==> src/rtl/keygen_pkg.sv <==
package keygen_pkg;
  // taps for x^32+x^28+x^19+x^18+x^16+x^14+x^11+x^10+x^9+x^6+x^5+x+1
  localparam logic [31:0] FB_MASK   = 32'h8806_A731;
  localparam logic [31:0] SAFE_SEED = 32'hACE1_2D5B;

  typedef struct packed {
    logic seedWr;
    logic shiftEn;
    logic commit;
  } kg_ctrl_t;

  typedef enum logic [1:0] {
    ST_IDLE,
    ST_SHIFT,
    ST_CHECK
  } kg_state_e;
endpackage

==> src/rtl/keygen_ctrl.sv <==
module keygen_ctrl
  import keygen_pkg::*;
#(
  parameter int KEY_W = 163
) (
  input  logic     clk,
  input  logic     rstN,
  input  logic     seedLoad,
  input  logic     start,
  input  logic     keyOk,
  output kg_ctrl_t ctl,
  output logic     busy,
  output logic     done
);
  localparam int CNT_W = (KEY_W > 1) ? $clog2(KEY_W) : 1;
  localparam logic [CNT_W-1:0] LAST_BIT = CNT_W'(KEY_W - 1);

  kg_state_e stateQ;
  logic [CNT_W-1:0] bitCnt;
  logic doneQ;

  always_comb begin
    ctl.seedWr  = seedLoad;
    ctl.shiftEn = (stateQ == ST_SHIFT);
    ctl.commit  = (stateQ == ST_CHECK) && keyOk;
  end

  always_ff @(posedge clk) begin
    if (!rstN) begin
      stateQ <= ST_IDLE;
      bitCnt <= '0;
      doneQ  <= 1'b0;
    end else begin
      unique case (stateQ)
        ST_IDLE: begin
          if (start && !seedLoad) begin
            stateQ <= ST_SHIFT;
            bitCnt <= '0;
            doneQ  <= 1'b0;
          end
        end
        ST_SHIFT: begin
          if (bitCnt == LAST_BIT) begin
            stateQ <= ST_CHECK;
          end else begin
            bitCnt <= bitCnt + 1'b1;
          end
        end
        ST_CHECK: begin
          bitCnt <= '0;
          if (keyOk) begin
            stateQ <= ST_IDLE;
            doneQ  <= 1'b1;
          end else begin
            stateQ <= ST_SHIFT;
          end
        end
        default: stateQ <= ST_IDLE;
      endcase
    end
  end

  assign busy = (stateQ != ST_IDLE);
  assign done = doneQ;
endmodule

==> src/rtl/keygen_dp.sv <==
module keygen_dp
  import keygen_pkg::*;
#(
  parameter int KEY_W = 163,
  parameter logic [KEY_W-1:0] ORDER = {1'b0, {(KEY_W-1){1'b1}}}
) (
  input  logic             clk,
  input  logic             rstN,
  input  kg_ctrl_t         ctl,
  input  logic [31:0]      seedValue,
  output logic [KEY_W-1:0] key,
  output logic             keyOk
);
  logic [31:0]      lfsrQ;
  logic [KEY_W-1:0] accQ;
  logic [KEY_W-1:0] accNext;
  logic [KEY_W-1:0] keyQ;
  logic             fbBit;
  logic [31:0]      seedSafe;

  assign fbBit    = ^(lfsrQ & FB_MASK);
  assign seedSafe = (seedValue == 32'd0) ? SAFE_SEED : seedValue;

  generate
    if (KEY_W == 1) begin : g_single
      assign accNext = fbBit;
    end else begin : g_wide
      assign accNext = {accQ[KEY_W-2:0], fbBit};
    end
  endgenerate

  always_ff @(posedge clk) begin
    if (!rstN) begin
      lfsrQ <= SAFE_SEED;
      accQ  <= '0;
      keyQ  <= '0;
    end else begin
      if (ctl.seedWr) begin
        lfsrQ <= seedSafe;
      end else if (ctl.shiftEn) begin
        lfsrQ <= {lfsrQ[30:0], fbBit};
      end
      if (ctl.shiftEn) begin
        accQ <= accNext;
      end
      if (ctl.commit) begin
        keyQ <= accQ;
      end
    end
  end

  assign keyOk = (accQ != '0) && (accQ < ORDER);
  assign key   = keyQ;
endmodule

==> src/rtl/scalar_keygen.sv <==
module scalar_keygen
  import keygen_pkg::*;
#(
  parameter int KEY_W = 163,
  parameter logic [KEY_W-1:0] ORDER = {1'b0, {(KEY_W-1){1'b1}}}
) (
  input  logic             clk,
  input  logic             rstN,
  input  logic             seedLoad,
  input  logic [31:0]      seedValue,
  input  logic             start,
  output logic [KEY_W-1:0] key,
  output logic             done
);
  kg_ctrl_t ctl;
  logic keyOk;
  logic busy;

  keygen_ctrl #(.KEY_W(KEY_W)) u_ctrl (
    .clk(clk), .rstN(rstN), .seedLoad(seedLoad), .start(start),
    .keyOk(keyOk), .ctl(ctl), .busy(busy), .done(done)
  );

  keygen_dp #(.KEY_W(KEY_W), .ORDER(ORDER)) u_dp (
    .clk(clk), .rstN(rstN), .ctl(ctl), .seedValue(seedValue),
    .key(key), .keyOk(keyOk)
  );
endmodule

==> config.mk <==
export PLATFORM = sky130hd
export DESIGN_NAME = scalar_keygen
export DESIGN_NICKNAME = d
export VERILOG_FILES = /design/src/rtl/keygen_pkg.sv /design/src/rtl/keygen_ctrl.sv /design/src/rtl/keygen_dp.sv /design/src/rtl/scalar_keygen.sv
export SDC_FILE = /design/constraint.sdc
export NUM_CORES = 1
export LEC_CHECK = 0
export BUFFER_PORTS_ARGS = -buffer_cell sky130_fd_sc_hd__buf_2
export CAP_MARGIN = 20
export CORE_MARGIN = 3
export CORE_UTILIZATION = 30
export DETAILED_ROUTE_END_ITERATION = 8
export RECOVER_POWER = 50
export REMOVE_ABC_BUFFERS = 1
export SETUP_SLACK_MARGIN = 0.05
export SLEW_MARGIN = 40
export SYNTH_ARGS = -nofsm -noshare
export SYNTH_HDL_FRONTEND = slang
export SYNTH_SLANG_ARGS = --single-unit
export TNS_END_PERCENT = 20
==> constraint.sdc <==
create_clock -name clk -period 2 [get_ports clk]
set_input_delay 0.3 -clock clk [delete_from_list [all_inputs] [get_ports clk]]
set_output_delay 0.3 -clock clk [all_outputs]
set_load 0.03 [all_outputs]
==> flow_summary.yaml <==
status:
  status: "finished with violations"
  violations: "negative setup slack"
timing:
  rsz0062_at_grt: "yes"
  hold_violations: 0
  skew_ns: 0.02881
  maxSlewViolCount: 0
  timing.fmax_mhz: 445.3
  slew_headroom: 0.2943
  timing.final.crit_share: 1.123
  min_period_ns: 2.245
  setup_viol: 213
  tightest_slew_ns: 1.058
  timing.final.ws_setup_ns: -0.2455
cells_and_area:
  layout.cells.most_common: "nand2_1"
  antennaDiodeCount: 0
  final_core_util: 0.4124
  final_layout_size_suffix_gt1_frac: 0.1962
  nNetsFinal: 2246
  syn2layout_area_growth_pct: 34.32
  final_cell_mix: "716 x nand2_1, 347 x dfxtp_1, 252 x buf_4"
grt:
  use_met1: 0.2229
  grt_pass1_vias: 13700
  grt_pass1_wl_mm: 74.10
  grtUsageTotal: 0.1712
  grt_busiest_layer: "met2"
  grt_max_degree: 117
  antenna_found_initial: 0
  grt-ovfl-total: 0
  grt_util_met2: 0.2759
  grt.met3_usage: 0.03912
job:
  drv_cap: 0
worst_setup_path:
  crit_start: "u_dp.accQ[70]"
  crit_type: "register to register"
  worstRegToRegCells: 9
  rr_endpoint: "u_dp.key[157]"
  r2r_slack_ns: -0.25
  cp-start-kind: "register"
  arrival_ns: 2.70
  path_max_fanout: 12
  cp-end-kind: "register"
  required_ns: 2.46
  r2r-start: "u_dp.accQ[70]"
routing:
  vias: 13710
  ant_nets: 0
  drtIter0Drc: 844
  wirelength_mm: 46.88
  first_pass_iters: 5
  drc: 0
  route.detailed.wl_per_inst_um: 16.16
  viasPerCell: 4.727
floorplanning:
  die_w_um: 231.0
  core_mm2: 0.04946
  core.rowCount: 81
  io_pins: 200
  die_h_um: 231.0
  die_area_mm2: 0.05335
  start_util: 0.3070
placement:
  gp_congestion: 0.8409
  port_buffers: 199
  hpwlAfterDp_mm: 33.79
logic_synthesis:
  synth_top_family_by_area: "simple AND/OR/NAND/NOR gates"
  ys_types: 34
  synthAdderAreaFrac: 0.001648
  mappedNetlistArea_mm2: 0.01518
  synth_xor_area_frac: 0.01038
  synth-compound-area-share: 0.09889
  synth_seq_area_share: 0.4865
  synth_cells: 1797
  yosys.area_share.simple: 0.2542
  synth_area_per_cell_um2: 8.449
  synth_seq_cells: 369
  muxShareOfSynthArea: 0.1075
  ys_warn_count: 0
power:
  pwr-share-clk: 0.488
  p_seq_frac: 0.464
  peakVddDrop_mv: 0.4804
  power_mw: 16.04
  comb_power_share: 0.048
  cell_internal_pwr_mw: 12.42
  power_switching_mw: 3.620
  p_leak_nw: 7.384
  p_sw_frac: 0.2257
  powerDensity_mw_per_mm2: 786.6
min_path:
  min_delay_path_depth: 2
  min_from: "seedValue[30]"
  hp-class: "primary input to register"
  min_to: "u_dp.lfsrQ[30]"
cts:
  clk_latency_ns: 0.57
  cts_inserted_buffers: 42
  clock_path_buffers: 3
  cts_root_buf: "clkbuf_16"
  cts_tree: "done"
  clk_pin_slew_ns: 0.06
  cts.sinks: 369
  htreeDepth: 2
[synth_stat cells]
library cell  count  area [um^2]
nor2b_1           2        12.51
nor4_4            1        21.27
nand3_1          19        95.09
clkbuf_1        108        405.4
buf_6            17        191.4
a31oi_1           1        6.260
o22ai_1           1        6.260
nand2b_1          2        12.51
nor4_1           60        375.4
nand2_1         716         2688
nor4bb_1          1        10.01
nor3_1           16        80.08
nor3_2            1        10.01
xnor2_1          11        96.34
mux2i_1         163         1632
dfxtp_1         369         7387
ha_1              2        25.02
a21oi_1           1        5.000
o21ai_0          18        90.09
and3_1           20        125.1
nand4_1          55        344.1
nand4b_1          1        8.760
buf_2             1        5.000
inv_1             3        11.26
o21ai_1           1        5.000
xor2_1            7        61.31
o31ai_1           1        7.510
o211a_1          15        150.1
o21a_1            1        7.510
and3b_1           2        17.52
o211ai_1          1        7.510
a21boi_0        162         1216
nor2_1           16        60.06
buf_1             2        7.510
[layer usage]
metal | part of all wire | up-vias
met5 | 0 | -
met4 | 0.035 | 0
met3 | 0.061 | 84
met2 | 0.46 | 319
met1 | 0.45 | 6448
li1 | - | 6863
[area by class of cell]
cell class / instances / area (um^2)
fillers: 5034 / 29060
flip-flops and latches: 369 / 7417
repair buffers: 495 / 3367
inverters: 3 / 11.26
well taps: 664 / 830.8
clock buffers: 61 / 1254
clock inverters: 12 / 147.6
multi-input cells: 1297 / 7367
[timing repair]
item                                    in CTS  in global routing
endpoints found under the setup margin     165                166
resized for setup                           30                 26
endpoints found under the hold margin       15                  0
pin swaps                                    2                  3
hold buffers                                15                  0
buffers inserted                             4                  0
[registers in the layout (all words and copies together), names as in the netlist]
signal,count
u_dp.accQ,163
u_dp.key,163
u_ctrl.done,1
u_ctrl.stateQ,2
u_dp.lfsrQ,32
u_ctrl.bitCnt,8
[logic make-up (layout without fill, tap and decap cells)]
kind of cell             count (synthesis)  count (layout)
AND/OR/NAND/NOR                        912             912
AO/OA/AOI/OAI                          202             202
adder cells (fa/ha/maj)                  2               2
flip-flops                             369             369
multiplexers                           163             163
XOR/XNOR                                18              18
buffers and inverters                  131             571
[how the worst max path moves through the flow]
stage | end | slack, ns | depth (start not counted)
floorplan | u_dp.key[0] | -6.68 | 6
finish | u_dp.key[157] | -0.25 | 9
global route | u_dp.key[127] | -0.33 | 9
detailed placement | u_dp.key[106] | -0.54 | 8
global placement | u_dp.key[162] | -0.50 | 8
CTS | u_dp.key[127] | -0.22 | 9
[stage by stage]
stage / TNS (ns) / cells / hold WS (ns) / setup slack (ns) / cell area [um^2]
global route: -64.59 / 2901 / 0.02133 / -0.3304 / 20390
floorplan: -2108.25 / 1669 / 0.3619 / -6.682 / 14570
global placement: -74.92 / 2809 / 0.4406 / -0.5030 / 18810
CTS: -28.42 / 2901 / 0.006059 / -0.2208 / 20520
detailed placement: -80.87 / 2809 / 0.4440 / -0.5365 / 18810
finish: -29.94 / 2901 / 0.03841 / -0.2455 / 20390
[power groups by stage]
| stage | sequential (mW) | combinational (mW) | clock [mW] |
|---|---|---|---|
| floorplan | 7.60 | 0.369 | 0 |
| global placement | 7.60 | 0.754 | 0 |
| detailed placement | 7.60 | 0.762 | 0 |
| CTS | 7.44 | 0.789 | 8.03 |
| global route | 7.44 | 0.859 | 8.30 |
| finish | 7.44 | 0.777 | 7.82 |
[worst max-delay path: stages, from the launching register on]
cell     delay (ns)
dfxtp_4        0.37
nor4_4         0.04
buf_4          0.12
nand4_1        0.15
nor4_2         0.08
and3_1         0.20
nor4_4         0.56
buf_12         0.26
buf_6          0.14
mux2i_1        0.22
No activity file was read; power rests on OpenSTA's default activity.
